### src/rtl/pas_pkg.sv
package pas_pkg;

  // Add two BCD digits with carry-in; result {carry_out, digit}.
  function automatic logic [4:0] bcd_digit_add(input logic [3:0] a,
                                               input logic [3:0] b,
                                               input logic       cin);
    logic [4:0] s;
    s = {1'b0, a} + {1'b0, b} + {4'b0, cin};
    if (s > 5'd9) return {1'b1, 4'(s - 5'd10)};
    else          return {1'b0, s[3:0]};
  endfunction

  // Binary to packed BCD (up to 16 digits) by shift-and-add-three.
  function automatic logic [63:0] bin_to_bcd(input logic [31:0] bin);
    logic [63:0] bcd;
    bcd = '0;
    for (int i = 31; i >= 0; i--) begin
      for (int d = 0; d < 16; d++) begin
        if (bcd[4*d +: 4] >= 4'd5) bcd[4*d +: 4] = bcd[4*d +: 4] + 4'd3;
      end
      bcd = {bcd[62:0], bin[i]};
    end
    return bcd;
  endfunction

  // Packed BCD back to an integer value (used by the checker).
  function automatic longint bcd_value(input logic [63:0] bcd);
    longint v;
    v = 0;
    for (int d = 15; d >= 0; d--) v = v * 10 + longint'(bcd[4*d +: 4]);
    return v;
  endfunction

endpackage

### src/rtl/pas_tune_reg.sv
module pas_tune_reg #(
  parameter int TUNE_W  = 10,
  parameter int ACC_W   = 20,
  parameter bit DECIMAL = 1'b0
) (
  input  logic              clk,
  input  logic              rst,
  input  logic              load,
  input  logic [TUNE_W-1:0] tune_in,
  output logic [ACC_W-1:0]  addend
);
  logic [ACC_W-1:0] conv;

  generate
    if (DECIMAL) begin : g_dec
      always_comb conv = ACC_W'(pas_pkg::bin_to_bcd(32'(tune_in)));
    end else begin : g_bin
      always_comb conv = ACC_W'(tune_in);
    end
  endgenerate

  always_ff @(posedge clk) begin
    if (rst)       addend <= '0;
    else if (load) addend <= conv;
  end
endmodule

### src/rtl/pas_bin_acc.sv
module pas_bin_acc #(
  parameter int W = 20
) (
  input  logic         clk,
  input  logic         rst,
  input  logic [W-1:0] addend,
  output logic [W-1:0] acc,
  output logic         wrap
);
  logic [W:0] sum;
  always_comb sum = {1'b0, acc} + {1'b0, addend};
  assign wrap = sum[W];

  always_ff @(posedge clk) begin
    if (rst) acc <= '0;
    else     acc <= sum[W-1:0];
  end
endmodule

### src/rtl/pas_dec_acc.sv
module pas_dec_acc #(
  parameter int DIGITS = 6,
  localparam int W = 4 * DIGITS
) (
  input  logic         clk,
  input  logic         rst,
  input  logic [W-1:0] addend,
  output logic [W-1:0] acc,
  output logic         wrap
);
  logic [DIGITS:0] carry;
  logic [W-1:0]    nxt;

  assign carry[0] = 1'b0;

  generate
    for (genvar d = 0; d < DIGITS; d++) begin : g_digit
      logic [4:0] res;
      assign res          = pas_pkg::bcd_digit_add(acc[4*d +: 4], addend[4*d +: 4], carry[d]);
      assign carry[d+1]   = res[4];
      assign nxt[4*d +: 4] = res[3:0];
    end
  endgenerate

  assign wrap = carry[DIGITS];

  always_ff @(posedge clk) begin
    if (rst) acc <= '0;
    else     acc <= nxt;
  end
endmodule

### src/rtl/phase_synth.sv
module phase_synth #(
  parameter int TUNE_W   = 10,
  parameter bit DECIMAL  = 1'b0,
  parameter int BIN_BITS = 20,
  parameter int DIGITS   = 6,
  localparam int ACC_W   = DECIMAL ? 4 * DIGITS : BIN_BITS
) (
  input  logic              clk,
  input  logic              rst,
  input  logic [TUNE_W-1:0] tune_in,
  input  logic              tune_load,
  output logic              synth_out
);
  logic [ACC_W-1:0] addend;
  logic [ACC_W-1:0] acc_q;
  logic             acc_wrap;

  pas_tune_reg #(.TUNE_W(TUNE_W), .ACC_W(ACC_W), .DECIMAL(DECIMAL)) u_tune (
    .clk(clk), .rst(rst), .load(tune_load), .tune_in(tune_in), .addend(addend)
  );

  generate
    if (DECIMAL) begin : g_dec
      pas_dec_acc #(.DIGITS(DIGITS)) u_acc (
        .clk(clk), .rst(rst), .addend(addend), .acc(acc_q), .wrap(acc_wrap)
      );
      assign synth_out = (acc_q[ACC_W-1 -: 4] >= 4'd5);
    end else begin : g_bin
      pas_bin_acc #(.W(ACC_W)) u_acc (
        .clk(clk), .rst(rst), .addend(addend), .acc(acc_q), .wrap(acc_wrap)
      );
      assign synth_out = acc_q[ACC_W-1];
    end
  endgenerate
endmodule

### config.mk
export PLATFORM = sky130hd
export DESIGN_NAME = phase_synth
export DESIGN_NICKNAME = d
export VERILOG_FILES = /design/src/rtl/pas_pkg.sv /design/src/rtl/pas_tune_reg.sv /design/src/rtl/pas_bin_acc.sv /design/src/rtl/pas_dec_acc.sv /design/src/rtl/phase_synth.sv
export SDC_FILE = /design/constraint.sdc
export NUM_CORES = 1
export LEC_CHECK = 0
export BUFFER_PORTS_ARGS = -buffer_cell sky130_fd_sc_hd__buf_2
export CAP_MARGIN = 30
export CORE_MARGIN = 2
export CORE_UTILIZATION = 50
export CTS_CLUSTER_SIZE = 16
export DETAILED_ROUTE_END_ITERATION = 12
export PLACE_DENSITY = 0.69
export SYNTH_ARGS = -nofsm -noshare
export SYNTH_HDL_FRONTEND = slang
export SYNTH_SLANG_ARGS = --single-unit
### constraint.sdc
create_clock -name clk -period 2.5 [get_ports clk]
set_clock_uncertainty 0.05 [all_clocks]
set_input_delay 0.375 -clock clk [delete_from_list [all_inputs] [get_ports clk]]
set_output_delay 0.375 -clock clk [all_outputs]
set_load 0.02 [all_outputs]
==> impl_summary.md, run 1 <==
Outcome
The flow ran to the end, and the final reports show no timing, DRC or antenna violations.

STA
The final count of hold timing violations was 0. The max-slew headroom at the worst pin is 60.8%. At the pin with the least slew margin, the transition time is between 500 and 600 ps. The clock period minus final worst setup slack is 2240 ps. The share of the cycle needed by the critical path after routing is 89.8%.

The achievable frequency is 0.446 GHz. The setup-violating endpoint count in the final report is 0. The final-report max-slew violation count is 0. Adding up every negative setup slack in the final design gives 0 ps. Hold is met by 228 ps. Setup repair after global routing left no endpoint under its margin.

Pwr
The static power due to leakage is 0.000729 uW. The worst-case IR drop observed on VDD is between 0.5 and 0.6 mV. The power per unit of standard cell area is 641 nW/um^2.

Logic synthesis
The number of register bits inferred by synthesis is 30. The mapped netlist covers 1450 um^2. The number of different library cells used by synthesis comes to 26. In the synthesized netlist, the number of instances is between 150 and 200. When the netlist entered floorplanning its net count stood at 183. The Yosys step of the flow raised 0 warnings. The average size of a mapped cell is just over 9 um^2. Sequential elements use 41.5% of the synthesized area.

Cells and area
From synthesis to final layout, the design area changed by 11.3%. The final layout contains 198 nets. The layout cell share with drive strength beyond 1 is between 10% and 20%. The number of antenna diodes in the final layout is 0. Once layout is done, the placed cells without fillers occupy 1610 um^2.

Worst setup path
The origin of the critical flop-to-flop path is u_tune.addend[0]$_SDFFE_PP0P_. Across all register-to-register paths, the minimum setup slack is approximately 260 ps. The worst setup path is launched from a register.

The highest-delay cell along the critical path is a221oi_1. Of all nets on the critical path, the largest fanout is 9. The largest stage delay on the critical path is 490 ps. For the worst setup path, the data required time is approximately 2700 ps. The nature of the critical path endpoint is a register.

The worst setup path is of the register to register kind. Traced cell by cell, the critical path runs through ha_1 > fa_1 > a21o_1 > a221oi_1 > o31a_4 > o21ai_0 > a21oi_1. The number of cells on the worst reg-to-reg path is 7. The critical path arrival is 2450 ps.

In this run the critical register-to-register path is captured at g_bin.u_acc.acc[12]$_SDFF_PP0_.

Clocking
The clock input transition at the sequential cells of the worst setup and hold paths is 90 ps. In this run, post-CTS hold repair placed 0 buffers. The sink count of the clock tree is 30. The number of cells upsized or downsized after cts is 0. The number of H-tree levels is 2. The maximum number of buffers from clock root to sink is 2. For the worst-skew pair, the clock arrives at the later sink with an insertion delay of 330 ps. The CTS tree is built. Clock tree synthesis inserted a total of 5 buffers. The tree is rooted in a clkbuf_4. Once the clock tree was built, the setup fixing pass inserted 0 buffers.

Route
The remaining antenna violation count after routing is 0. Detailed routing inserted a total of 1148 vias. The DRC violations left is 0.

The aggregate routed wire length is 2620 um. After detailed routing, the average wire length per cell comes to 12.7 um. The average vias per placed instance is 5.57. The detailed router finished its first iteration with 42 violations. The number of optimization iterations in the first detailed-route pass is 4.

Worst hold path
The startpoint identified for the worst hold timing path is tune_in[8]. For hold timing, the worst endpoint is u_tune.addend[8]$_SDFFE_PP0P_. In this run the worst hold path is classified as primary input to register. The worst hold path was traced through 3 stages.

GRT
The initial antenna violation count is 0. The first global-routing pass estimated roughly 4500 um of wire. The via count of the first global-routing pass came to ~1100.

Global routing finished with a remaining overflow of 0. Across every metal layer, demand over resource in global routing totals 18.0%. Entering global routing, the biggest net connects 31 pins.

Placed design
The number of input and output port buffers inserted is 13. The global placement routability congestion is 0.851. Detailed placement finished with a half-perimeter wire length of ~1900 um. The post-placement cell area is 1530 um^2.

Floorplan
The width of the die is 57.8 um. The die covers around 3300 um^2. The row count is 19. In this run the vertical extent of the chip is 57.8 um. The core region is 2760 um^2. Once the floorplan was initialized, standard cells occupied 52.5% of the core. The total I/O pin count is 14.

Job
The tool flagged a number of max-cap violations equal to 0.
==> where the power goes <==
group | total [uW] | leakage, uW | internal [uW] | switching [uW]
combinational | 159 | 0.000439 | 68.2 | 91.3
clock | 352 | 0.0000446 | 192 | 160
sequential | 522 | 0.000245 | 508 | 13.7
==> worst max-delay path by stage <==
stage                                  startpoint                        endpoint  slack (ps)  cells after the start
floorplan           u_tune.addend[0]$_SDFFE_PP0P_  g_bin.u_acc.acc[12]$_SDFF_PP0_         460                      7
global placement    u_tune.addend[0]$_SDFFE_PP0P_  g_bin.u_acc.acc[12]$_SDFF_PP0_         350                      7
detailed placement  u_tune.addend[0]$_SDFFE_PP0P_  g_bin.u_acc.acc[12]$_SDFF_PP0_         260                      7
CTS                 u_tune.addend[0]$_SDFFE_PP0P_  g_bin.u_acc.acc[18]$_SDFF_PP0_         230                      7
global route        u_tune.addend[0]$_SDFFE_PP0P_  g_bin.u_acc.acc[16]$_SDFF_PP0_          50                      7
finish              u_tune.addend[0]$_SDFFE_PP0P_  g_bin.u_acc.acc[12]$_SDFF_PP0_         260                      7
==> flip-flops by register name, indices dropped and copies added, names as in the netlist <==
name and flops:
g_bin.u_acc.acc 20, u_tune.addend 10
==> metal layers <==
layer	track usage [%]	routed length (um)	vias up
li1	-	-	605
met1	22.7	1300	519
met2	27.4	1180	22
met3	8.04	131	2
met4	5.98	11	0
met5	0	0	-
==> logic make-up after synthesis <==
group                      after synthesis  share of synthesized area [%]
DFF                                     30                           41.5
and+or+nand+nor                         52                           16.9
muxes                                   10                           6.91
xor gates and xnor gates                 9                           5.44
adders and majority gates               11                           10.0
AOI/OAI and AO/OA                       39                           17.1
buffers and inverters                    8                           2.07
==> final cells by class <==
class | count | area [um^2]
Multi-Input combinational cell | 121 | 817
Inverter | 3 | 11.3
Sequential cell | 30 | 601
Clock buffer | 8 | 78.8
Timing Repair Buffer | 13 | 65.1
Fill cell | 271 | 1150
Tap cell | 31 | 38.8
==> metrics by stage <==
step	power (uW)	cells	utilization, %	worst slack (ps)
2_1_floorplan	655	159	-	456
3_3_place_gp	687	198	55.6	348
3_5_place_dp	693	198	55.6	264
4_1_cts	1050	206	58.4	231
5_1_grt	1090	206	58.4	53.5
6_report	1030	206	58.4	256
==> layout by cell type (no fill, tap or decap) <==
cell	Yosys	final
dfxtp_1	30	30
nor2_1	20	20
a21oi_1	16	16
buf_2	0	13
o21ai_0	11	11
mux2i_1	10	10
ha_1	10	10
or3_1	9	9
nand2_1	8	8
nand3_1	8	8
and3_1	5	5
xnor2_1	5	5
clkbuf_4	0	5
xor2_1	4	4
inv_1	3	3
clkbuf_8	0	3
a21o_1	2	2
a31oi_1	2	2
nor2b_1	2	2
o211ai_2	1	1
o211ai_1	1	1
a311oi_2	1	1
a221oi_1	1	1
a211o_1	1	1
o21a_1	1	1
o31a_4	1	1
o21bai_1	1	1
fa_1	1	1
==> critical path, delay by kind of cell (launching register included) <==
family / cells / cell delay [ps]
compound gates: 5 / 1180
fa+ha+maj: 2 / 620
flops: 1 / 320
==> cell usage after synthesis <==
master | n | area, um^2
fa_1 | 1 | 20.0
a21o_1 | 2 | 15.0
o211ai_1 | 1 | 7.51
nand3_1 | 8 | 40.0
o31a_4 | 1 | 17.5
o21ai_0 | 11 | 55.1
and3_1 | 5 | 31.3
xor2_1 | 4 | 35.0
nand2_1 | 8 | 30.0
a21oi_1 | 16 | 80.1
clkbuf_1 | 5 | 18.8
or3_1 | 9 | 56.3
mux2i_1 | 10 | 100
a311oi_2 | 1 | 15.0
a31oi_1 | 2 | 12.5
inv_1 | 3 | 11.3
o211ai_2 | 1 | 12.5
ha_1 | 10 | 125
a211o_1 | 1 | 8.76
nor2_1 | 20 | 75.1
xnor2_1 | 5 | 43.8
o21a_1 | 1 | 7.51
nor2b_1 | 2 | 12.5
o21bai_1 | 1 | 7.51
dfxtp_1 | 30 | 601
a221oi_1 | 1 | 8.76
(Power assumes the default switching activity.)
==> inputs of run 2 (changes only) <==
--- a/config.mk
+++ b/config.mk
@@ -7,10 +7,11 @@
 export LEC_CHECK = 0
 export BUFFER_PORTS_ARGS = -buffer_cell sky130_fd_sc_hd__buf_2
 export CAP_MARGIN = 30
-export CORE_MARGIN = 2
+export CORE_ASPECT_RATIO = 1.75
 export CORE_UTILIZATION = 50
 export CTS_CLUSTER_SIZE = 16
 export DETAILED_ROUTE_END_ITERATION = 12
+export GPL_ROUTABILITY_DRIVEN = 0
 export PLACE_DENSITY = 0.69
 export SYNTH_ARGS = -nofsm -noshare
 export SYNTH_HDL_FRONTEND = slang
==> impl_summary.md, run 2 (same netlist as run 1, synthesis figures left out) <==
Worst setup path
The minimum setup slack among reg-to-reg paths is 220 ps. The worst register-to-register path has a depth of 7. Data on the critical path arrives at its endpoint at 2370 ps. The origin of the critical flop-to-flop path is u_tune.addend[0]$_SDFFE_PP0P_. The highest-delay cell along the critical path is a221oi_1.

The required time of the critical path is 2590 ps. The worst setup path is captured at a register. The destination of the worst register-to-register timing path is g_bin.u_acc.acc[12]$_SDFF_PP0_. In this run the worst path has a maximum fanout of 9. Walking the worst path, the cells encountered are ha_1 > fa_1 > a21o_1 > a221oi_1 > o31a_4 > or3_1 > a21oi_1. Together, buffers and inverters on the worst path number 0. The startpoint-to-endpoint class of the critical path is register to register. The critical path launch point is u_tune.addend[0]$_SDFFE_PP0P_. Broken down by cell family, the worst path's largest delay share belongs to compound AO/OA/AOI/OAI gates.

The nature of the critical path startpoint is a register. The largest stage delay on the critical path is around 500 ps.

STA
Final hold analysis gives a worst-case slack of between 200 and 300 ps. Static timing analysis puts the maximum clock frequency at 0.439 GHz. In the final timing run, aggregate negative setup slack is 0 ps. The worst path in the final design needs a cycle of 2280 ps, including I/O delays and setup. The final-report max-slew violation count is 0. Measured against its own limit, the worst slew margin works out to 60.7%. The actual slew at the worst max-slew pin is 590 ps. Setup violations remaining at the end of the flow were counted as 0. Setup repair after global routing left no endpoint under its margin. In the finished design, the share of the clock period the worst path needs comes to 91.2%. The final count of hold timing violations is 0.

Placed design
The total instance count after detailed placement is 194. Detailed placement ended at an HPWL of ~1900 um. In this run the tool buffered the top-level ports with 13 buffer cells.

Clocking
In this run, post-CTS hold repair placed 0 buffers. The tree built by TritonCTS fans out to 30 sinks. The clock insertion delay at the later pin of the skew report is approximately 280 ps. The number of buffers added by the clock tree synthesis step is 5. Once the clock tree was built, the setup fixing pass inserted 0 buffers. In this run the clock root is driven by a clkbuf_8. The clock input transition at the sequential cells of the worst setup and hold paths is 60 ps.

The maximum number of buffers from clock root to sink is 2. The number of H-tree levels is 2. TritonCTS built the clock tree.

The number of cells upsized or downsized after cts is 0.

GRT
The first global-routing pass estimated 4690 um of wire. The via count of the first global-routing pass was 1115. The largest net degree at the start of global routing is 31. The global router's overall resource usage is 19.8%. The initial antenna violation count is 0.

For this run the aggregate overflow at the end of global routing stands at 0.

Floorplan
For this configuration, the core starts out at a cell density of between 50 and 60%. The total I/O pin count is 14. The floorplan step set the die height to 73.2 um. The row count is 25. The die covers 3120 um^2.

The width of the die is between 40 and 50 um. The core area is 2720 um^2.

Worst hold path
The worst hold path terminates at u_tune.addend[3]$_SDFFE_PP0P_. The path class of the lowest-slack min-delay path is primary input to register. The cell count of the worst hold path is 3. The startpoint identified for the worst hold timing path is tune_in[3].

Route
The number of optimization iterations in the first detailed-route pass is 4. The aggregate routed wire length is 2670 um. The via count is 1168.

Dividing the detail-routed via count by the number of cells gives 5.78. In the final routed layout, each cell accounts on average for approximately 13 um. The violation count after the first detailed-route iteration is 56. The remaining antenna violation count after routing is 0. The DRC violations left is 0.

Cells and area
The largest registers in the layout are g_bin.u_acc.acc: 20 flops, u_tune.addend: 10 flops. The multi-input combinational cell area is 817 um^2. The number of filler cells placed in the layout is 260. The number of flip-flops under the largest register name is 20. Cells with a size suffix above 1 make up 13.7% of the layout.

The number of antenna diodes in the final layout is 0. The number of nets at the end of the flow is about 200. The end-of-flow core utilization is 60.2%. The register with the most flip-flops in the final layout is g_bin.u_acc.acc.

Registers take 601 um^2. The count of placed standard cells in the final layout, fillers left out is roughly 200. In the layout the commonest cells are dfxtp_1 (30), nor2_1 (20), a21oi_1 (16), buf_2 (13), o21ai_0 (11). The library cell used most frequently in the layout, excluding fill and tap cells, is dfxtp_1. The growth of design area from synthesis to finish is 13.1%.

Job
The count of max-cap constraint violations is 0.

Outcome
The run finished with clean final reports.

Pwr
The peak supply drop is 0.457 mV. For this design the static power due to leakage is 0.000742 uW. Power spread over the standard cell area amounts to a little under 700 nW/um^2.
-- run 2: layout make-up --
type	count	share of cell area, %
flip-flops and latches	30	36.7
multi-input cells	121	49.9
repair buffers	13	3.97
clock buffers	8	6.72
well taps	27	2.06
inverters	3	0.688
-- run 2: worst max path at each step --
stage                                                 to  slack, ps  cells past startpoint
final                     g_bin.u_acc.acc[12]$_SDFF_PP0_        220                      7
after global routing      g_bin.u_acc.acc[16]$_SDFF_PP0_         70                      7
after CTS                 g_bin.u_acc.acc[12]$_SDFF_PP0_        230                      7
after detailed placement  g_bin.u_acc.acc[12]$_SDFF_PP0_        260                      7
after global placement    g_bin.u_acc.acc[12]$_SDFF_PP0_        340                      7
after floorplan           g_bin.u_acc.acc[12]$_SDFF_PP0_        460                      7
-- run 2: per-layer routing --
layer  track usage [%]  wire length, um  up-vias
met4              12.2              110        0
met1              21.4             1140      536
met5                 0                0        -
li1                  -                -      593
met3              3.71               76       16
met2              34.5             1340       23
-- run 2: tightest hold or removal path, stage by stage --
cell and delay [ps]:
buf_2 70, mux2i_1 50, nor2_1 70
-- run 2: stage by stage --
step	worst slack, ps	area, um^2	power (uW)
after floorplan	456	1450	655
after global placement	343	1530	687
after detailed placement	255	1530	691
after CTS	231	1640	1140
after global routing	65.7	1640	1180
final	221	1640	1130
-- run 2: power by group --
part / internal, uW / total (uW) / leakage, uW / switching, uW
sequential: 509 / 522 / 0.000245 / 13.5
combinational: 68.3 / 160 / 0.000439 / 91.4
clock: 277 / 449 / 0.0000575 / 172
